### src/rtl/owm_pkg.sv
package owm_pkg;
    typedef enum logic [2:0] {
        ST_IDLE,
        ST_RST_LOW,
        ST_RST_HIGH,
        ST_SLOT_LOW,
        ST_SLOT_HIGH,
        ST_DONE
    } seq_state_t;

    localparam logic [1:0] MODE_BIT    = 2'd0;
    localparam logic [1:0] MODE_BYTE   = 2'd1;
    localparam logic [1:0] MODE_BYPASS = 2'd2;
endpackage

### src/rtl/owm_fifo.sv
module owm_fifo #(
    parameter int WIDTH = 8,
    parameter int DEPTH = 16
) (
    input  logic             clk,
    input  logic             rst_n,
    input  logic             push,
    input  logic [WIDTH-1:0] wdata,
    input  logic             pop,
    output logic [WIDTH-1:0] rdata,
    output logic             full,
    output logic             empty
);
    localparam int AW = $clog2(DEPTH);

    logic [WIDTH-1:0] mem [DEPTH];
    logic [AW-1:0]    wr_q, rd_q;
    logic [AW:0]      cnt_q;
    logic             do_push, do_pop;

    assign full    = (cnt_q == (AW+1)'(DEPTH));
    assign empty   = (cnt_q == '0);
    assign do_push = push && !full;
    assign do_pop  = pop && !empty;
    assign rdata   = mem[rd_q];

    always_ff @(posedge clk) begin
        if (do_push) mem[wr_q] <= wdata;
    end

    always_ff @(posedge clk or negedge rst_n) begin
        if (!rst_n) begin
            wr_q  <= '0;
            rd_q  <= '0;
            cnt_q <= '0;
        end else begin
            if (do_push) wr_q <= (wr_q == AW'(DEPTH-1)) ? '0 : wr_q + AW'(1);
            if (do_pop)  rd_q <= (rd_q == AW'(DEPTH-1)) ? '0 : rd_q + AW'(1);
            if (do_push && !do_pop)      cnt_q <= cnt_q + (AW+1)'(1);
            else if (do_pop && !do_push) cnt_q <= cnt_q - (AW+1)'(1);
        end
    end
endmodule

### src/rtl/owm_tick.sv
module owm_tick #(
    parameter int DIVW = 8
) (
    input  logic            clk,
    input  logic            rst_n,
    input  logic            run,
    input  logic [DIVW-1:0] div,
    output logic            tick
);
    logic [DIVW-1:0] cnt_q;

    assign tick = run && (cnt_q == div);

    always_ff @(posedge clk or negedge rst_n) begin
        if (!rst_n)               cnt_q <= '0;
        else if (!run || tick)    cnt_q <= '0;
        else                      cnt_q <= cnt_q + DIVW'(1);
    end
endmodule

### src/rtl/owm_seq.sv
module owm_seq
    import owm_pkg::*;
#(
    parameter int TW = 10
) (
    input  logic          clk,
    input  logic          rst_n,
    input  logic          tick,
    input  logic          start_rst,
    input  logic          start_go,
    input  logic          byte_mode,
    input  logic [TW-1:0] t_rst,
    input  logic [TW-1:0] t_pres,
    input  logic [TW-1:0] t_w0,
    input  logic [TW-1:0] t_w1,
    input  logic [TW-1:0] t_smp,
    input  logic [TW-1:0] t_slot,
    input  logic [7:0]    tx_byte,
    input  logic          bus_in,
    output logic          tx_pop,
    output logic          rx_push,
    output logic [7:0]    rx_byte,
    output logic          line_low,
    output logic          run,
    output logic          busy,
    output logic          done_pulse,
    output logic          pres_out
);
    seq_state_t    st_q, st_d;
    logic [TW-1:0] cnt_q, cnt_inc, lo_lim;
    logic [2:0]    bit_q;
    logic [7:0]    txsh_q, rxsh_q;
    logic          samp_q, xfer_q, byte_q, pres_q;
    logic          in_slot, smp_hit, samp_now, last_bit, keep_cnt, slot_end;

    assign cnt_inc  = cnt_q + TW'(1);
    assign lo_lim   = txsh_q[0] ? t_w1 : t_w0;
    assign in_slot  = (st_q == ST_SLOT_LOW) || (st_q == ST_SLOT_HIGH);
    assign smp_hit  = tick && in_slot && (cnt_inc == t_smp);
    assign samp_now = smp_hit ? bus_in : samp_q;
    assign last_bit = byte_q ? (bit_q == 3'd7) : 1'b1;
    assign slot_end = (st_q == ST_SLOT_HIGH) && tick && (cnt_inc == t_slot);
    assign keep_cnt = (st_q == ST_SLOT_LOW) && (st_d == ST_SLOT_HIGH);

    // next-state logic
    always_comb begin
        st_d = st_q;
        unique case (st_q)
            ST_IDLE: begin
                if (start_rst)     st_d = ST_RST_LOW;
                else if (start_go) st_d = ST_SLOT_LOW;
            end
            ST_RST_LOW:   if (tick && cnt_inc == t_rst)  st_d = ST_RST_HIGH;
            ST_RST_HIGH:  if (tick && cnt_inc == t_rst)  st_d = ST_DONE;
            ST_SLOT_LOW:  if (tick && cnt_inc == lo_lim) st_d = ST_SLOT_HIGH;
            ST_SLOT_HIGH: if (slot_end) st_d = last_bit ? ST_DONE : ST_SLOT_LOW;
            ST_DONE:      st_d = ST_IDLE;
            default:      st_d = ST_IDLE;
        endcase
    end

    // state register
    always_ff @(posedge clk or negedge rst_n) begin
        if (!rst_n) st_q <= ST_IDLE;
        else        st_q <= st_d;
    end

    // timing counter and bit datapath
    always_ff @(posedge clk or negedge rst_n) begin
        if (!rst_n) begin
            cnt_q  <= '0;
            bit_q  <= '0;
            txsh_q <= '0;
            rxsh_q <= '0;
            samp_q <= 1'b1;
            xfer_q <= 1'b0;
            byte_q <= 1'b0;
            pres_q <= 1'b0;
        end else begin
            if (st_d != st_q && !keep_cnt) cnt_q <= '0;
            else if (tick)                 cnt_q <= cnt_inc;

            if (smp_hit) samp_q <= bus_in;

            if (st_q == ST_IDLE && start_rst) begin
                xfer_q <= 1'b0;
            end else if (st_q == ST_IDLE && start_go) begin
                txsh_q <= tx_byte;
                bit_q  <= '0;
                xfer_q <= 1'b1;
                byte_q <= byte_mode;
            end

            if (slot_end) begin
                rxsh_q <= {samp_now, rxsh_q[7:1]};
                txsh_q <= {1'b0, txsh_q[7:1]};
                bit_q  <= bit_q + 3'd1;
            end

            if (st_q == ST_RST_HIGH && tick && cnt_inc == t_pres) pres_q <= ~bus_in;
        end
    end

    // outputs
    always_comb begin
        line_low   = (st_q == ST_RST_LOW) || (st_q == ST_SLOT_LOW);
        run        = (st_q != ST_IDLE) && (st_q != ST_DONE);
        busy       = (st_q != ST_IDLE);
        tx_pop     = (st_q == ST_IDLE) && start_go && !start_rst;
        done_pulse = (st_q == ST_DONE);
        rx_push    = (st_q == ST_DONE) && xfer_q;
        rx_byte    = byte_q ? rxsh_q : {7'b0, rxsh_q[7]};
        pres_out   = pres_q;
    end
endmodule

### src/rtl/onewire_master.sv
module onewire_master
    import owm_pkg::*;
#(
    parameter int DIVW  = 8,
    parameter int TW    = 10,
    parameter int DEPTH = 16
) (
    input  logic            clk,
    input  logic            rst_n,
    input  logic [1:0]      mode,
    input  logic [DIVW-1:0] clk_div,
    input  logic [TW-1:0]   t_reset_low,
    input  logic [TW-1:0]   t_presence,
    input  logic [TW-1:0]   t_low0,
    input  logic [TW-1:0]   t_low1,
    input  logic [TW-1:0]   t_sample,
    input  logic [TW-1:0]   t_slot,
    input  logic            bypass_drive,
    input  logic            cmd_reset,
    input  logic            cmd_go,
    input  logic            tx_wr,
    input  logic [7:0]      tx_data,
    output logic            tx_full,
    input  logic            rx_rd,
    output logic [7:0]      rx_data,
    output logic            rx_empty,
    input  logic            flag_clr,
    output logic            busy,
    output logic            done,
    output logic            presence,
    output logic            tx_ovf,
    output logic            rx_udf,
    output logic            err,
    output logic            bus_oe,
    input  logic            bus_in
);
    logic       tick, run, line_low, seq_busy, done_pulse;
    logic       tx_empty_w, tx_pop, rx_push, rx_full_w;
    logic       is_byp, rst_ok, go_ok, go_err, rx_drop;
    logic [7:0] tx_head, rx_head, rx_byte;

    assign is_byp  = (mode == MODE_BYPASS);
    assign rst_ok  = cmd_reset && !is_byp;
    assign go_ok   = cmd_go && !cmd_reset && !is_byp && !tx_empty_w;
    assign go_err  = cmd_go && !cmd_reset && !is_byp && !seq_busy && tx_empty_w;
    assign rx_drop = rx_push && rx_full_w;

    owm_tick #(.DIVW(DIVW)) u_tick (
        .clk(clk), .rst_n(rst_n), .run(run), .div(clk_div), .tick(tick)
    );

    owm_fifo #(.WIDTH(8), .DEPTH(DEPTH)) u_txq (
        .clk(clk), .rst_n(rst_n), .push(tx_wr), .wdata(tx_data),
        .pop(tx_pop), .rdata(tx_head), .full(tx_full), .empty(tx_empty_w)
    );

    owm_fifo #(.WIDTH(8), .DEPTH(DEPTH)) u_rxq (
        .clk(clk), .rst_n(rst_n), .push(rx_push), .wdata(rx_byte),
        .pop(rx_rd), .rdata(rx_head), .full(rx_full_w), .empty(rx_empty)
    );

    owm_seq #(.TW(TW)) u_seq (
        .clk(clk), .rst_n(rst_n), .tick(tick),
        .start_rst(rst_ok), .start_go(go_ok), .byte_mode(mode == MODE_BYTE),
        .t_rst(t_reset_low), .t_pres(t_presence), .t_w0(t_low0), .t_w1(t_low1),
        .t_smp(t_sample), .t_slot(t_slot), .tx_byte(tx_head), .bus_in(bus_in),
        .tx_pop(tx_pop), .rx_push(rx_push), .rx_byte(rx_byte),
        .line_low(line_low), .run(run), .busy(seq_busy),
        .done_pulse(done_pulse), .pres_out(presence)
    );

    assign busy    = seq_busy;
    assign rx_data = rx_empty ? 8'h00 : rx_head;
    assign bus_oe  = line_low || (is_byp && !seq_busy && bypass_drive);

    always_ff @(posedge clk or negedge rst_n) begin
        if (!rst_n) begin
            done   <= 1'b0;
            tx_ovf <= 1'b0;
            rx_udf <= 1'b0;
            err    <= 1'b0;
        end else begin
            done   <= done_pulse            || (done   && !flag_clr);
            tx_ovf <= (tx_wr && tx_full)    || (tx_ovf && !flag_clr);
            rx_udf <= (rx_rd && rx_empty)   || (rx_udf && !flag_clr);
            err    <= go_err || rx_drop     || (err    && !flag_clr);
        end
    end
endmodule

### config.mk
export PLATFORM = sky130hd
export DESIGN_NAME = onewire_master
export DESIGN_NICKNAME = d
export VERILOG_FILES = /design/src/rtl/owm_pkg.sv /design/src/rtl/owm_fifo.sv /design/src/rtl/owm_tick.sv /design/src/rtl/owm_seq.sv /design/src/rtl/onewire_master.sv
export SDC_FILE = /design/constraint.sdc
export NUM_CORES = 1
export LEC_CHECK = 0
export ABC_CLOCK_PERIOD_IN_PS = 2900
export BUFFER_PORTS_ARGS = -buffer_cell sky130_fd_sc_hd__buf_2
export CAP_MARGIN = 20
export CORE_MARGIN = 4
export CORE_UTILIZATION = 23
export DETAILED_ROUTE_END_ITERATION = 8
export PLACE_DENSITY = 0.42
export SLEW_MARGIN = 10
export SYNTH_ARGS = -nofsm -noshare
export SYNTH_HDL_FRONTEND = slang
export SYNTH_SLANG_ARGS = --single-unit
### constraint.sdc
create_clock -name clk -period 2.9 [get_ports clk]
set_input_delay 0.435 -clock clk [delete_from_list [all_inputs] [get_ports clk]]
set_output_delay 0.435 -clock clk [all_outputs]
set_load 0.01 [all_outputs]
==> report_table.html, run 1 <==
<table>
<tr><th>Metric</th><th>Value</th></tr>
<tr><th colspan="2">Cells and area</th></tr>
<tr><td>Synthesis-to-finish area growth</td><td>22.50%</td></tr>
<tr><td>Fraction of layout cells with a size suffix above 1</td><td>0.3099</td></tr>
<tr><td>FILL cells</td><td>6606</td></tr>
<tr><td>Layout Nets</td><td>between 1000 and 1500</td></tr>
<tr><td>Number of inserted diodes</td><td>0</td></tr>
<tr><th colspan="2">Worst setup path</th></tr>
<tr><td>Class of the most critical setup path</td><td>reg -&gt; out</td></tr>
<tr><td>Data required time at the worst endpoint</td><td>2.47 ns</td></tr>
<tr><td>Largest delay share family, worst path</td><td>multiplexers</td></tr>
<tr><td>Arrival time reported for the critical path endpoint</td><td>approximately 2.3 ns</td></tr>
<tr><td>Critical-path maximum fanout</td><td>17</td></tr>
<tr><td>Slowest cell delay on critical path</td><td>roughly 0.5 ns</td></tr>
<tr><td>Buffers plus inverters on the worst setup path</td><td>3</td></tr>
<tr><td>Worst-path cell chain</td><td>buf_12, buf_12, mux4_2, o22ai_1, a211oi_2, buf_2</td></tr>
<tr><td>Crit path launch type</td><td>flop</td></tr>
<tr><td>Kind of capture point of the worst setup path</td><td>output pin</td></tr>
<tr><td>Dominant cell type by count on the critical path</td><td>sky130_fd_sc_hd__buf_12</td></tr>
<tr><td>Cell with the largest stage delay on the worst path</td><td>sky130_fd_sc_hd__mux4_2</td></tr>
<tr><th colspan="2">Logic synthesis</th></tr>
<tr><td>Number of flip-flops and latches in the synthesized netlist</td><td>330</td></tr>
<tr><td>Asr flop ratio synth</td><td>0.2242</td></tr>
<tr><td>Most frequently used cell type in the post-synthesis netlist</td><td>sky130_fd_sc_hd__edfxtp_1</td></tr>
<tr><td>Number of instances in the synthesized netlist</td><td>about 960</td></tr>
<tr><td>Net count of the mapped netlist</td><td>1073</td></tr>
<tr><td>Average instance area after synthesis</td><td>approximately 16 um^2</td></tr>
<tr><td>Top post-synthesis cells by area</td><td>sky130_fd_sc_hd__edfxtp_1, sky130_fd_sc_hd__dfrtp_1, sky130_fd_sc_hd__mux4_2</td></tr>
<tr><td>Ys Warns</td><td>0</td></tr>
<tr><td>Netlist cell types</td><td>just under 70</td></tr>
<tr><td>Flip-flop cell with the highest count after synthesis</td><td>sky130_fd_sc_hd__edfxtp_1</td></tr>
<tr><td>Post-synth EDFFs</td><td>between 200 and 300</td></tr>
<tr><td>Top cells by count, synth</td><td>sky130_fd_sc_hd__edfxtp_1, sky130_fd_sc_hd__dfrtp_1, sky130_fd_sc_hd__nand2_1</td></tr>
<tr><td>Area of the mapped netlist</td><td>15080 um^2</td></tr>
<tr><td>Top cell type's share of synthesized area</td><td>0.5097</td></tr>
<tr><td>Post-synth top area cell</td><td>sky130_fd_sc_hd__edfxtp_1</td></tr>
<tr><td>Fraction of the yosys area taken by sequential cells</td><td>0.6326</td></tr>
<tr><th colspan="2">Drt</th></tr>
<tr><td>Antenna-violating nets left</td><td>0</td></tr>
<tr><td>Vias per Instance</td><td>4.253</td></tr>
<tr><td>DRC violation count after routing</td><td>0</td></tr>
<tr><td>Top layer reached by signal wires</td><td>met4</td></tr>
<tr><td>Met2 Wirelength</td><td>17.70 mm</td></tr>
<tr><td>DR pass1 iterations</td><td>5</td></tr>
<tr><td>Total wire length after detailed routing</td><td>approximately 38 mm</td></tr>
<tr><td>Via count</td><td>between 8000 and 9000</td></tr>
<tr><td>Number of violations reported at the end of detailed-routing iteration 0</td><td>~400</td></tr>
<tr><td>Met1 routed wirelength after detailed routing</td><td>18.21 mm</td></tr>
<tr><td>Routed len/inst</td><td>18.86 um</td></tr>
<tr><td>Detailed route wirelength on metal3</td><td>1.458 mm</td></tr>
<tr><th colspan="2">STA</th></tr>
<tr><td>Setup ws final</td><td>about 0.13 ns</td></tr>
<tr><td>Skew final</td><td>between 0.01 and 0.015 ns</td></tr>
<tr><td>Max-slew violations</td><td>0</td></tr>
<tr><td>Setup Total Neg Slack</td><td>0 ns</td></tr>
<tr><td>RSZ-0062 raised after global routing</td><td>no</td></tr>
<tr><td>Achievable clock frequency</td><td>0.3614 GHz</td></tr>
<tr><td>Worst-case hold slack</td><td>approximately 0.097 ns</td></tr>
<tr><td>Post-route minimum period</td><td>~2.8 ns</td></tr>
<tr><td>Slew margin rel.</td><td>0.3790</td></tr>
<tr><td>Final cycle utilization of the critical path</td><td>0.9542</td></tr>
<tr><td>Final Hold Viols</td><td>0</td></tr>
<tr><td>Setup-violating endpoint count in the final report</td><td>0</td></tr>
<tr><td>Pin slew with the least headroom to its limit</td><td>0.9281 ns</td></tr>
<tr><th colspan="2">Clock tree</th></tr>
<tr><td>TritonCTS Buffers</td><td>39</td></tr>
<tr><td>CTS root buf</td><td>sky130_fd_sc_hd__clkbuf_16</td></tr>
<tr><td>TritonCTS clock tree</td><td>yes</td></tr>
<tr><td># clock sinks</td><td>330</td></tr>
<tr><td>Maximum buffer depth of the clock tree</td><td>3</td></tr>
<tr><td>Clock transition at the register clock pins on the worst setup and hold paths after CTS</td><td>approximately 0.060 ns</td></tr>
<tr><td>Skew-Pair Late Insertion Delay</td><td>between 0.5 and 0.6 ns</td></tr>
<tr><td>Maximum level of the CTS H-tree</td><td>2</td></tr>
<tr><th colspan="2">Pwr</th></tr>
<tr><td>Leakage power</td><td>roughly 6.6 nW</td></tr>
<tr><td>Final Power</td><td>0.01485 W</td></tr>
<tr><td>P per Cell Area</td><td>~800 nW/um^2</td></tr>
<tr><td>Peak supply drop</td><td>around 0.36 mV</td></tr>
<tr><th colspan="2">Global route</th></tr>
<tr><td>Largest net degree at the start of global routing</td><td>52</td></tr>
<tr><td>Vias in the first global route</td><td>approximately 9200</td></tr>
<tr><td>Number of antenna violations at the first check in global routing</td><td>1</td></tr>
<tr><td>GRT overflow</td><td>0</td></tr>
<tr><td>GR Util All Layers</td><td>0.1094</td></tr>
<tr><td>Global-route wire length before repair</td><td>just under 60 mm</td></tr>
<tr><th colspan="2">Floorplanning</th></tr>
<tr><td>Die Y-Extent</td><td>264.1 um</td></tr>
<tr><td>X dimension of the die</td><td>264.1 um</td></tr>
<tr><td>Std-Cell Rows</td><td>93</td></tr>
<tr><td>Placeable core area</td><td>between 60000 and 70000 um^2</td></tr>
<tr><td>Initial Utilization</td><td>0.2331</td></tr>
<tr><td>Area of the die</td><td>between 60000 and 70000 um^2</td></tr>
<tr><td>Ports placed on the boundary</td><td>~100</td></tr>
<tr><th colspan="2">Run status</th></tr>
<tr><td>Run status</td><td>finished, final reports clean</td></tr>
<tr><th colspan="2">Placement</th></tr>
<tr><td>DP HPWL</td><td>around 27 mm</td></tr>
<tr><td>Number of I/O port buffers</td><td>103</td></tr>
<tr><td>Final RePlAce weighted congestion</td><td>around 0.76</td></tr>
<tr><td>Pre-CTS setup slack</td><td>between 0.04 and 0.05 ns</td></tr>
<tr><th colspan="2">Flow run</th></tr>
<tr><td>MaxCap Viol Count</td><td>0</td></tr>
<tr><th colspan="2">Hold path</th></tr>
<tr><td>Worst Hold Class</td><td>in -&gt; reg</td></tr>
</table>
repair_timing:
| item | 4_1_cts | 5_1_grt |
|---|---|---|
| hold endpoints to repair | 48 | 0 |
| buffers inserted | 2 | 11 |
| hold buffers | 1 | 0 |
| resized for setup | 8 | 20 |
| endpoints found under the setup margin | 8 | 35 |
| pin swaps | 0 | 2 |
worst paths after layout:
path | startpoint | endpoint | slack, ns | cells after the start
worst max-delay path | u_rxq.rd_q[0] | rx_data[7] | 0.13 | 6
worst min-delay path | bus_in | u_seq.pres_out | 0.1 | 2
worst max register to register | u_seq.cnt_q[0] | u_seq.rxsh_q[7] | 0.15 | 9
worst min register to register | u_seq.txsh_q[4] | u_seq.txsh_q[4] | 0.48 | 1
max in group asynchronous | rst_n | u_txq.wr_q[3] | 1.70 | 3
min in group asynchronous | rst_n | u_seq.pres_out | 0.46 | 2
logic make-up (layout without fill, tap and decap cells):
group | after synthesis | count (layout) | synth area share
adder cells (fa/ha/maj) | 24 | 24 | 0.02091
buffers and inverters | 63 | 266 | 0.01983
AND/OR/NAND/NOR | 222 | 222 | 0.08338
flip-flops | 330 | 330 | 0.6326
AO/OA/AOI/OAI | 109 | 109 | 0.05119
XOR/XNOR | 94 | 94 | 0.06471
multiplexers | 120 | 120 | 0.1274
metrics by stage:
stage          area [um^2]  std cells    util
2_1_floorplan        15130        962       -
3_3_place_gp         17070       1940  0.2639
3_5_place_dp         17070       1940  0.2639
4_1_cts              18300       2009  0.2829
5_1_grt              18480       2020  0.2856
6_report             18480       2020  0.2856
sequential cells by signal, summed over array words and instances, names as in the netlist:
| name | cells |
|---|---|
| u_seq.txsh_q | 8 |
| u_seq.byte_q | 1 |
| u_seq.cnt_q | 10 |
| u_seq.bit_q | 3 |
| rx_udf | 1 |
| tx_ovf | 1 |
| u_seq.samp_q | 1 |
| u_tick.cnt_q | 8 |
| u_txq.cnt_q | 5 |
| u_rxq.wr_q | 4 |
| u_rxq.cnt_q | 5 |
| done | 1 |
| err | 1 |
| u_txq.mem | 128 |
| u_txq.wr_q | 4 |
| u_seq.pres_out | 1 |
| u_seq.rxsh_q | 8 |
| u_seq.xfer_q | 1 |
| u_seq.st_q | 3 |
| u_rxq.mem | 128 |
| u_txq.rd_q | 4 |
| u_rxq.rd_q | 4 |
power breakdown:
group	internal [W]	switching [W]
sequential	0.00551	0.000436
combinational	0.00213	0.00221
clock	0.00264	0.00192
per-layer routing:
layer	up-vias	track usage
li1	4062	-
met1	4328	0.1543
met2	149	0.1746
met3	53	0.02021
met4	0	0.02756
met5	-	0
placed cells by master (no fill, tap or decap), types with 16 or more instances in the layout:
cell	count
sky130_fd_sc_hd__dfrtp_1	68
sky130_fd_sc_hd__xnor2_1	45
sky130_fd_sc_hd__edfxtp_1	256
sky130_fd_sc_hd__nand3_1	19
sky130_fd_sc_hd__ha_1	20
sky130_fd_sc_hd__nor2_1	37
sky130_fd_sc_hd__and2_1	24
sky130_fd_sc_hd__clkbuf_16	39
sky130_fd_sc_hd__nand2_1	57
sky130_fd_sc_hd__mux2i_1	47
sky130_fd_sc_hd__xor2_1	37
sky130_fd_sc_hd__mux2_2	16
sky130_fd_sc_hd__buf_2	102
sky130_fd_sc_hd__mux4_2	56
sky130_fd_sc_hd__buf_4	74
sky130_fd_sc_hd__o21ai_0	17
area by class of cell:
cell class	count	area (um^2)	share of cell area
sequential	330	9547	0.5167
multi-input combinational	569	5385	0.2915
clock buffer	42	987.2	0.05343
inverter	14	55.05	0.002980
timing repair buffer	186	1251	0.06772
tap	855	1070	0.05790
clock inverter	24	180.2	0.009752
Power figures use the tool's default switching activity.
==> run 2, diff against run 1 <==
--- a/config.mk
+++ b/config.mk
@@ -8,10 +8,12 @@
 export ABC_CLOCK_PERIOD_IN_PS = 2900
 export BUFFER_PORTS_ARGS = -buffer_cell sky130_fd_sc_hd__buf_2
 export CAP_MARGIN = 20
+export CELL_PAD_IN_SITES_DETAIL_PLACEMENT = 1
+export CELL_PAD_IN_SITES_GLOBAL_PLACEMENT = 1
 export CORE_MARGIN = 4
 export CORE_UTILIZATION = 23
 export DETAILED_ROUTE_END_ITERATION = 8
-export PLACE_DENSITY = 0.42
+export PLACE_DENSITY = 0.46
 export SLEW_MARGIN = 10
 export SYNTH_ARGS = -nofsm -noshare
 export SYNTH_HDL_FRONTEND = slang
==> run 2 against run 1 <==
Sequential share of layout area decreased by 0.63 points. First-iteration DRC count is 27% higher. Sequential power decreased by 1%. Clock-buffer cell count is 17 higher. Final cell count grew 0.54%. Die area unchanged. Critical path type is now reg -> reg.
==> report_table.html, run 2 (synthesized netlist as in run 1, its figures left out) <==
<table>
<tr><th>Metric</th><th>Value</th></tr>
<tr><th colspan="2">Worst setup path</th></tr>
<tr><td>Register-to-Register Setup Slack</td><td>0.13 ns (-0.02 ns)</td></tr>
<tr><td>Data required time at the worst endpoint</td><td>3.35 ns (+0.88 ns)</td></tr>
<tr><td>Class of the most critical setup path</td><td>reg -&gt; reg</td></tr>
<tr><td>Kind of capture point of the worst setup path</td><td>flop</td></tr>
<tr><td>Worst r2r src</td><td>u_seq.cnt_q[2]</td></tr>
<tr><td>Worst reg2reg endpoint</td><td>u_seq.rxsh_q[7]</td></tr>
<tr><td>Crit path launch type</td><td>flop</td></tr>
<tr><td>FF-to-FF path depth</td><td>8 (-1)</td></tr>
<tr><td>Launching element of the worst setup path</td><td>u_seq.cnt_q[2]</td></tr>
<tr><td>Worst Setup EP</td><td>u_seq.rxsh_q[7]</td></tr>
<tr><td>Arrival time reported for the critical path endpoint</td><td>3.23 ns (+0.90 ns)</td></tr>
<tr><td>Critical-path maximum fanout</td><td>8 (-9)</td></tr>
<tr><th colspan="2">Clock tree</th></tr>
<tr><td>Maximum level of the CTS H-tree</td><td>2 (unchanged)</td></tr>
<tr><td># clock sinks</td><td>330 (unchanged)</td></tr>
<tr><td>Clock transition at the register clock pins on the worst setup and hold paths after CTS</td><td>0.06 ns (about the same)</td></tr>
<tr><td>CTS root buf</td><td>sky130_fd_sc_hd__clkbuf_16</td></tr>
<tr><td>Skew-Pair Late Insertion Delay</td><td>0.56 ns (+0.02 ns)</td></tr>
<tr><td>Maximum buffer depth of the clock tree</td><td>3 (unchanged)</td></tr>
<tr><td>TritonCTS Buffers</td><td>41 (+5.1%)</td></tr>
<tr><td>TritonCTS clock tree</td><td>yes</td></tr>
<tr><th colspan="2">Pwr</th></tr>
<tr><td>Part of the power in combinational logic</td><td>0.282 (-0.010)</td></tr>
<tr><td>Switching pwr</td><td>0.004736 W (+3.7%)</td></tr>
<tr><td>Fraction of power consumed by the clock network</td><td>0.337 (+0.030)</td></tr>
<tr><td>Part of the power in registers</td><td>0.381 (-0.020)</td></tr>
<tr><td>Final Power</td><td>0.01545 W (+4.1%)</td></tr>
<tr><td>P per Cell Area</td><td>826.4 nW/um^2 (+2.8%)</td></tr>
<tr><td>Fraction of power spent switching nets</td><td>0.3065 (-0.0009947)</td></tr>
<tr><td>Leakage power</td><td>6.705 nW (+1.4%)</td></tr>
<tr><td>Peak supply drop</td><td>0.3640 mV (+1.1%)</td></tr>
<tr><td>Internal Pwr Total</td><td>0.01072 W (+4.2%)</td></tr>
<tr><th colspan="2">Global route</th></tr>
<tr><td>Vias in the first global route</td><td>9680 (+4.9%)</td></tr>
<tr><td>Number of antenna violations at the first check in global routing</td><td>0 (-1)</td></tr>
<tr><td>GR Util All Layers</td><td>0.1143 (+0.004898)</td></tr>
<tr><td>Largest net degree at the start of global routing</td><td>46 (-12%)</td></tr>
<tr><td>Global-route wire length before repair</td><td>61.73 mm (+4.5%)</td></tr>
<tr><td>GRT overflow</td><td>0 (unchanged)</td></tr>
<tr><th colspan="2">Cells and area</th></tr>
<tr><td>Registers with the highest flip-flop counts</td><td>u_rxq.mem (128), u_txq.mem (128), u_seq.cnt_q (10)</td></tr>
<tr><td>Fraction of layout cells with a size suffix above 1</td><td>0.3172 (+0.007306)</td></tr>
<tr><td>Number of inserted diodes</td><td>0 (unchanged)</td></tr>
<tr><td>Synthesis-to-finish area growth</td><td>23.98%</td></tr>
<tr><td>Most frequent standard cell in the layout excluding fill and tap cells</td><td>sky130_fd_sc_hd__edfxtp_1</td></tr>
<tr><td>Area used by multi-input combinational logic</td><td>5418 um^2 (+0.60%)</td></tr>
<tr><td>Commonest cells after routing, fill and taps aside</td><td>sky130_fd_sc_hd__edfxtp_1, sky130_fd_sc_hd__buf_2, sky130_fd_sc_hd__buf_4</td></tr>
<tr><td>FILL cells</td><td>6946 (+5.1%)</td></tr>
<tr><td>Storage element area</td><td>9544 um^2 (about the same)</td></tr>
<tr><td>Layout Nets</td><td>1255 (+0.32%)</td></tr>
<tr><th colspan="2">Run status</th></tr>
<tr><td>Run status</td><td>finished, final reports clean</td></tr>
<tr><th colspan="2">STA</th></tr>
<tr><td>Setup-violating endpoint count in the final report</td><td>0 (unchanged)</td></tr>
<tr><td>Slew margin rel.</td><td>0.3383 (-0.04067)</td></tr>
<tr><td>Skew final</td><td>0.02343 ns (+0.009218 ns)</td></tr>
<tr><td>Max-slew violations</td><td>0 (unchanged)</td></tr>
<tr><td>Final cycle utilization of the critical path</td><td>0.9562 (+0.001998)</td></tr>
<tr><td>Final Hold Viols</td><td>0 (unchanged)</td></tr>
<tr><td>Post-route minimum period</td><td>2.773 ns (+0.005795 ns)</td></tr>
<tr><td>Achievable clock frequency</td><td>0.3606 GHz (-0.21%)</td></tr>
<tr><td>RSZ-0062 raised after global routing</td><td>yes</td></tr>
<tr><td>Pin slew with the least headroom to its limit</td><td>0.9889 ns (+0.06078 ns)</td></tr>
<tr><td>Setup Total Neg Slack</td><td>0 ns (unchanged)</td></tr>
<tr><th colspan="2">Drt</th></tr>
<tr><td>Met1 routed wirelength after detailed routing</td><td>18.32 mm (+0.60%)</td></tr>
<tr><td>Routed len/inst</td><td>19.64 um (+4.2%)</td></tr>
<tr><td>DR pass1 iterations</td><td>4 (-1)</td></tr>
<tr><td>Via count</td><td>8774 (+2.1%)</td></tr>
<tr><td>Detailed route wirelength on metal3</td><td>1.602 mm (+9.9%)</td></tr>
<tr><td>Number of violations reported at the end of detailed-routing iteration 0</td><td>508 (+27%)</td></tr>
<tr><td>Top layer reached by signal wires</td><td>met4</td></tr>
<tr><td>Antenna-violating nets left</td><td>0 (unchanged)</td></tr>
<tr><td>Total wire length after detailed routing</td><td>39.89 mm (+4.7%)</td></tr>
<tr><td>Vias per Instance</td><td>4.320 (+1.6%)</td></tr>
<tr><td>Met2 Wirelength</td><td>19.37 mm (+9.5%)</td></tr>
<tr><td>DRC violation count after routing</td><td>0 (unchanged)</td></tr>
<tr><th colspan="2">Floorplanning</th></tr>
<tr><td>X dimension of the die</td><td>264.1 um (unchanged)</td></tr>
<tr><td>Area of the die</td><td>69740 um^2 (unchanged)</td></tr>
<tr><td>Ports placed on the boundary</td><td>104 (unchanged)</td></tr>
<tr><td>Initial Utilization</td><td>0.2331 (unchanged)</td></tr>
<tr><td>Placeable core area</td><td>64700 um^2 (unchanged)</td></tr>
<tr><td>Die Y-Extent</td><td>264.1 um (unchanged)</td></tr>
<tr><td>Std-Cell Rows</td><td>93 (unchanged)</td></tr>
<tr><th colspan="2">Placement</th></tr>
<tr><td>DP HPWL</td><td>27.35 mm (+2.3%)</td></tr>
<tr><td>Number of I/O port buffers</td><td>103 (unchanged)</td></tr>
<tr><td>Final RePlAce weighted congestion</td><td>0.7405 (-2.4%)</td></tr>
<tr><th colspan="2">Flow run</th></tr>
<tr><td>MaxCap Viol Count</td><td>0 (unchanged)</td></tr>
<tr><th colspan="2">Hold path</th></tr>
<tr><td>Worst Hold Class</td><td>in -&gt; reg</td></tr>
</table>
run 2: cell count changes in the layout (fill, tap and decap cells not counted), sizes merged:
cell and delta:
buf +2, bufinv +3, clkbuf +17, clkinv -11
run 2: per-layer routing:
metal | global-route usage | vias to the layer above
met3 | 0.01937 | 38
met4 | 0.03013 | 0
met2 | 0.1884 | 139
met5 | 0 | -
li1 | - | 4069
met1 | 0.1566 | 4528
run 2: worst min path at each step:
stage,start,endpoint,depth (start not counted)
after global placement,u_seq.txsh_q[2],u_seq.txsh_q[2],1
final,tx_wr,tx_ovf,2
after detailed placement,u_seq.txsh_q[5],u_seq.txsh_q[5],1
after floorplan,rst_n,done,0
after CTS,tx_wr,tx_ovf,2
after global routing,bus_in,u_seq.pres_out,2
run 2: layout make-up:
| type | instances | share of cell area |
|---|---|---|
| Tap cell | 855 | 0.05721 |
| Clock buffer | 59 | 0.06063 |
| Sequential cell | 330 | 0.5104 |
| Timing Repair Buffer | 188 | 0.06685 |
| Multi-Input combinational cell | 569 | 0.2897 |
| Inverter | 14 | 0.002944 |
| Clock inverter | 16 | 0.01218 |
run 2: metrics by stage:
stage          cells  hold slack (ns)  utilization  setup slack, ns  area, um^2
2_1_floorplan    962           0.1394            -          0.02643       15130
3_3_place_gp    1953           0.4626       0.2654         -0.03366       17170
3_5_place_dp    1953           0.4666       0.2654         -0.06930       17170
4_1_cts         2031          0.06114       0.2886          0.04081       18670
5_1_grt         2031          0.09134       0.2890        -0.001522       18700
6_report        2031           0.1138       0.2890           0.1271       18700
run 2: power groups by stage:
stage	combinational [W]	clock [W]	sequential [W]
after floorplan	0.00285	0	0.00580
after global placement	0.00424	0	0.00597
after detailed placement	0.00427	0	0.00599
after CTS	0.00445	0.00541	0.00589
after global routing	0.00479	0.00560	0.00595
final	0.00436	0.00521	0.00588
run 2: critical path, stage by stage (launching register included):
cell and delay (ns):
sky130_fd_sc_hd__dfrtp_1 0.59, sky130_fd_sc_hd__and4_4 0.34, sky130_fd_sc_hd__nand2_4 0.11, sky130_fd_sc_hd__a311oi_1 0.33, sky130_fd_sc_hd__nand4_1 0.17, sky130_fd_sc_hd__nor4_2 0.36, sky130_fd_sc_hd__buf_4 0.17, sky130_fd_sc_hd__mux2_2 0.33
sky130_fd_sc_hd__mux2_2 0.26
run 2: what timing repair did:
action	CTS	global route
cloned	0	0
buffers inserted	2	0
endpoints found under the hold margin	44	0
resized for setup	20	7
hold buffers	1	0
setup endpoints to repair	9	17
pin swaps	0	1
==> run 3, diff against run 2 <==
--- a/config.mk
+++ b/config.mk
@@ -7,14 +7,14 @@
 export LEC_CHECK = 0
 export ABC_CLOCK_PERIOD_IN_PS = 2900
 export BUFFER_PORTS_ARGS = -buffer_cell sky130_fd_sc_hd__buf_2
-export CAP_MARGIN = 20
 export CELL_PAD_IN_SITES_DETAIL_PLACEMENT = 1
 export CELL_PAD_IN_SITES_GLOBAL_PLACEMENT = 1
 export CORE_MARGIN = 4
 export CORE_UTILIZATION = 23
 export DETAILED_ROUTE_END_ITERATION = 8
-export PLACE_DENSITY = 0.46
+export PLACE_DENSITY = 0.47
 export SLEW_MARGIN = 10
 export SYNTH_ARGS = -nofsm -noshare
 export SYNTH_HDL_FRONTEND = slang
+export SYNTH_HIERARCHICAL = 1
 export SYNTH_SLANG_ARGS = --single-unit
==> run 3 against run 2 <==
The flow now finishes with violations (negative setup slack). Clock power down 3.8%. Non-clock buffer count rose by 20. Power about the same. Sequential cell count unchanged. Routed wire length up 7.9%. Maximum frequency down 5.7%. Via count increased by 9.0%. Synthesized area grew 5.1%. Synthesized cell count increased by 11%. Register-to-register slack improved by 0.02 ns. Clock skew grew 0.0023 ns. Critical path type is now reg -> out. Critical endpoint is now rx_data[1]. Largest power group unchanged.
==> report_table.html, run 3 <==
<table>
<tr><th>Metric</th><th>Value</th></tr>
<tr><th colspan="2">Logic synthesis</th></tr>
<tr><td>Post-synth EDFFs</td><td>256 (unchanged)</td></tr>
<tr><td>Top cells by count, synth</td><td>sky130_fd_sc_hd__edfxtp_1, sky130_fd_sc_hd__dfrtp_1, sky130_fd_sc_hd__nor2_1</td></tr>
<tr><td>Netlist cell types</td><td>79 (+14%)</td></tr>
<tr><td>Number of flip-flops and latches in the synthesized netlist</td><td>330 (unchanged)</td></tr>
<tr><td>Flip-flop cell with the highest count after synthesis</td><td>sky130_fd_sc_hd__edfxtp_1</td></tr>
<tr><td>Asr flop ratio synth</td><td>0.2242 (unchanged)</td></tr>
<tr><td>Top post-synthesis cells by area</td><td>sky130_fd_sc_hd__edfxtp_1, sky130_fd_sc_hd__dfrtp_1, sky130_fd_sc_hd__mux4_2</td></tr>
<tr><td>Average instance area after synthesis</td><td>14.81 um^2 (-5.5%)</td></tr>
<tr><td>Area of the mapped netlist</td><td>15850 um^2 (+5.1%)</td></tr>
<tr><td>Number of instances in the synthesized netlist</td><td>1070 (+11%)</td></tr>
<tr><td>Fraction of the yosys area taken by sequential cells</td><td>0.6020 (-0.03061)</td></tr>
<tr><td>Top cell type's share of synthesized area</td><td>0.4850 (-0.02467)</td></tr>
<tr><td>Ys Warns</td><td>6 (+6)</td></tr>
<tr><td>Net count of the mapped netlist</td><td>1183 (+10%)</td></tr>
<tr><td>Post-synth top area cell</td><td>sky130_fd_sc_hd__edfxtp_1</td></tr>
<tr><td>Most frequently used cell type in the post-synthesis netlist</td><td>sky130_fd_sc_hd__edfxtp_1</td></tr>
<tr><th colspan="2">Global route</th></tr>
<tr><td>Number of antenna violations at the first check in global routing</td><td>1 (+1)</td></tr>
<tr><td>Global-route wire length before repair</td><td>65.48 mm (+6.1%)</td></tr>
<tr><td>Vias in the first global route</td><td>10440 (+7.9%)</td></tr>
<tr><td>GRT overflow</td><td>0 (unchanged)</td></tr>
<tr><td>Largest net degree at the start of global routing</td><td>57 (+24%)</td></tr>
<tr><td>GR Util All Layers</td><td>0.1161 (+0.001806)</td></tr>
<tr><th colspan="2">Pwr</th></tr>
<tr><td>Peak supply drop</td><td>0.4554 mV (+25%)</td></tr>
<tr><td>P per Cell Area</td><td>794.2 nW/um^2 (-3.9%)</td></tr>
<tr><td>Leakage power</td><td>7.149 nW (+6.6%)</td></tr>
<tr><td>Final Power</td><td>0.01544 W (about the same)</td></tr>
<tr><th colspan="2">STA</th></tr>
<tr><td>Setup Total Neg Slack</td><td>-0.1752 ns (-0.1752 ns)</td></tr>
<tr><td>Final cycle utilization of the critical path</td><td>1.014 (+0.05807)</td></tr>
<tr><td>Slew margin rel.</td><td>0.4095 (+0.07118)</td></tr>
<tr><td>RSZ-0062 raised after global routing</td><td>yes</td></tr>
<tr><td>Final Hold Viols</td><td>0 (unchanged)</td></tr>
<tr><td>Skew final</td><td>0.02577 ns (+0.002335 ns)</td></tr>
<tr><td>Achievable clock frequency</td><td>0.3400 GHz (-5.7%)</td></tr>
<tr><td>Max-slew violations</td><td>0 (unchanged)</td></tr>
<tr><td>Pin slew with the least headroom to its limit</td><td>0.8825 ns (-0.1064 ns)</td></tr>
<tr><td>Setup-violating endpoint count in the final report</td><td>8 (+8)</td></tr>
<tr><td>Setup ws final</td><td>-0.04126 ns (-0.1684 ns)</td></tr>
<tr><td>Post-route minimum period</td><td>2.941 ns (+0.1684 ns)</td></tr>
<tr><td>Worst-case hold slack</td><td>0.1246 ns (+0.01080 ns)</td></tr>
<tr><th colspan="2">Clock tree</th></tr>
<tr><td>TritonCTS clock tree</td><td>yes</td></tr>
<tr><td>CTS root buf</td><td>sky130_fd_sc_hd__clkbuf_16</td></tr>
<tr><td>Clock transition at the register clock pins on the worst setup and hold paths after CTS</td><td>0.06 ns (about the same)</td></tr>
<tr><td>Maximum level of the CTS H-tree</td><td>2 (unchanged)</td></tr>
<tr><td>Skew-Pair Late Insertion Delay</td><td>0.55 ns (about the same)</td></tr>
<tr><td>Maximum buffer depth of the clock tree</td><td>3 (unchanged)</td></tr>
<tr><td># clock sinks</td><td>330 (unchanged)</td></tr>
<tr><td>TritonCTS Buffers</td><td>40 (-2.4%)</td></tr>
<tr><th colspan="2">Drt</th></tr>
<tr><td>Routed len/inst</td><td>19.90 um (+1.3%)</td></tr>
<tr><td>Top layer reached by signal wires</td><td>met4</td></tr>
<tr><td>Met1 routed wirelength after detailed routing</td><td>20.53 mm (+12%)</td></tr>
<tr><td>Total wire length after detailed routing</td><td>43.03 mm (+7.9%)</td></tr>
<tr><td>DRC violation count after routing</td><td>0 (unchanged)</td></tr>
<tr><td>DR pass1 iterations</td><td>6 (+2)</td></tr>
<tr><td>Via count</td><td>9561 (+9.0%)</td></tr>
<tr><td>Vias per Instance</td><td>4.422 (+2.4%)</td></tr>
<tr><td>Antenna-violating nets left</td><td>0 (unchanged)</td></tr>
<tr><td>Detailed route wirelength on metal3</td><td>1.493 mm (-6.8%)</td></tr>
<tr><td>Met2 Wirelength</td><td>20.40 mm (+5.3%)</td></tr>
<tr><td>Number of violations reported at the end of detailed-routing iteration 0</td><td>557 (+9.6%)</td></tr>
<tr><th colspan="2">Cells and area</th></tr>
<tr><td>Number of inserted diodes</td><td>0 (unchanged)</td></tr>
<tr><td>Registers with the highest flip-flop counts</td><td>u_rxq/mem (128), u_txq/mem (128), u_seq/cnt_q (10)</td></tr>
<tr><td>Commonest cells after routing, fill and taps aside</td><td>sky130_fd_sc_hd__edfxtp_1, sky130_fd_sc_hd__buf_2, sky130_fd_sc_hd__buf_4</td></tr>
<tr><td>Fraction of layout cells with a size suffix above 1</td><td>0.3336 (+0.01642)</td></tr>
<tr><td>Layout Nets</td><td>1374 (+9.5%)</td></tr>
<tr><td>Synthesis-to-finish area growth</td><td>22.65%</td></tr>
<tr><td>Most frequent standard cell in the layout excluding fill and tap cells</td><td>sky130_fd_sc_hd__edfxtp_1</td></tr>
<tr><th colspan="2">Floorplanning</th></tr>
<tr><td>Ports placed on the boundary</td><td>104 (unchanged)</td></tr>
<tr><td>Die Y-Extent</td><td>270.5 um (+2.4%)</td></tr>
<tr><td>Initial Utilization</td><td>0.2339 (+0.0008075)</td></tr>
<tr><td>Std-Cell Rows</td><td>95 (+2.2%)</td></tr>
<tr><td>Area of the die</td><td>73170 um^2 (+4.9%)</td></tr>
<tr><td>Placeable core area</td><td>67750 um^2 (+4.7%)</td></tr>
<tr><td>X dimension of the die</td><td>270.5 um (+2.4%)</td></tr>
<tr><th colspan="2">Worst setup path</th></tr>
<tr><td>Arrival time reported for the critical path endpoint</td><td>2.51 ns (-0.72 ns)</td></tr>
<tr><td>Cell with the largest stage delay on the worst path</td><td>sky130_fd_sc_hd__mux4_2</td></tr>
<tr><td>FF-to-FF path depth</td><td>9 (+1)</td></tr>
<tr><td>Worst-path cell chain</td><td>buf_12, buf_12, mux4_2, nor2b_4, a221o_1, nor2b_1, buf_2</td></tr>
<tr><td>Critical-path maximum fanout</td><td>15 (+7)</td></tr>
<tr><td>Data required time at the worst endpoint</td><td>2.47 ns (-0.88 ns)</td></tr>
<tr><td>Crit path launch type</td><td>flop</td></tr>
<tr><td>Dominant cell type by count on the critical path</td><td>sky130_fd_sc_hd__buf_12</td></tr>
<tr><td>Kind of capture point of the worst setup path</td><td>output pin</td></tr>
<tr><td>Class of the most critical setup path</td><td>reg -&gt; out</td></tr>
<tr><td>Slowest cell delay on critical path</td><td>0.51 ns (-0.08 ns)</td></tr>
<tr><th colspan="2">Placement</th></tr>
<tr><td>DP HPWL</td><td>30.25 mm (+11%)</td></tr>
<tr><td>Number of I/O port buffers</td><td>103 (unchanged)</td></tr>
<tr><td>Final RePlAce weighted congestion</td><td>0.7994 (+8.0%)</td></tr>
<tr><th colspan="2">Flow run</th></tr>
<tr><td>MaxCap Viol Count</td><td>0 (unchanged)</td></tr>
<tr><th colspan="2">Hold path</th></tr>
<tr><td>Worst hold stages</td><td>2 (unchanged)</td></tr>
<tr><td>Worst Hold Class</td><td>in -&gt; reg</td></tr>
<tr><th colspan="2">Run status</th></tr>
<tr><td>Run status</td><td>complete, but fails checks</td></tr>
<tr><td>Failing checks</td><td>negative setup slack</td></tr>
</table>
-- run 3: cell families after synthesis --
family | after synthesis | share of synthesized area
xor gates and xnor gates | 92 | 0.05558
and+or+nand+nor | 249 | 0.08660
AOI/OAI and AO/OA | 161 | 0.08037
adders and majority gates | 26 | 0.02147
buffers and inverters | 101 | 0.03726
DFF | 330 | 0.6020
muxes | 111 | 0.1168
-- run 3: timing repair --
item,CTS,global route
setup endpoints to repair,18,26
hold endpoints to repair,51,0
hold buffers,1,0
cloned,1,0
gates resized for setup,16,21
pin swaps,0,3
setup buffers,5,5
-- run 3: path summary, 6_finish.rpt --
kind                                      start              end  slack, ns
worst max-delay path              u_rxq/rd_q[0]       rx_data[1]      -0.04
worst min-delay path                     bus_in   u_seq/pres_out       0.12
worst max register to register  u_tick/cnt_q[5]  u_seq/rxsh_q[7]       0.15
worst min register to register  u_seq/txsh_q[5]  u_seq/txsh_q[5]       0.48
max in group asynchronous                 rst_n    u_txq/wr_q[3]       1.67
min in group asynchronous                 rst_n    u_rxq/rd_q[0]       0.50
-- run 3: per-layer routing --
metal	vias to the layer above	global-route usage
met3	42	0.02065
met5	-	0
met4	0	0.02724
li1	4438	-
met1	4959	0.1616
met2	122	0.1892
-- run 3: area by class of cell --
type	count	area, um^2
multi-input combinational	639	5901
clock buffer	52	1120
timing repair buffer	208	1435
clock inverter	18	185.2
tap	873	1092
inverter	42	157.7
sequential	330	9548
fill	7259	48310
-- run 3: report_power, final --
part	leakage [nW]	internal, W	total, W	switching [W]
Combinational	3.21	0.00214	0.00448	0.00234
Clock	0.627	0.00299	0.00501	0.00201
Sequential	3.32	0.00552	0.00595	0.000431
-- run 3: metrics by stage --
step | cells | area, um^2 | util | setup WS [ns]
after floorplan | 1070 | 15880 | - | -0.03857
after global placement | 2081 | 17860 | 0.2635 | -0.1061
after detailed placement | 2081 | 17860 | 0.2635 | -0.1466
after CTS | 2158 | 19320 | 0.2852 | -0.1334
after global routing | 2162 | 19440 | 0.2869 | -0.1664
final | 2162 | 19440 | 0.2869 | -0.04126
-- run 3: worst max-delay path: cells and delay by family (launching register included) --
family	cells	cell delay, ns
AOI/OAI and AO/OA	1	0.28
muxes	1	0.51
DFF	1	0.40
buffers and inverters	3	0.49
and+or+nand+nor	2	0.27
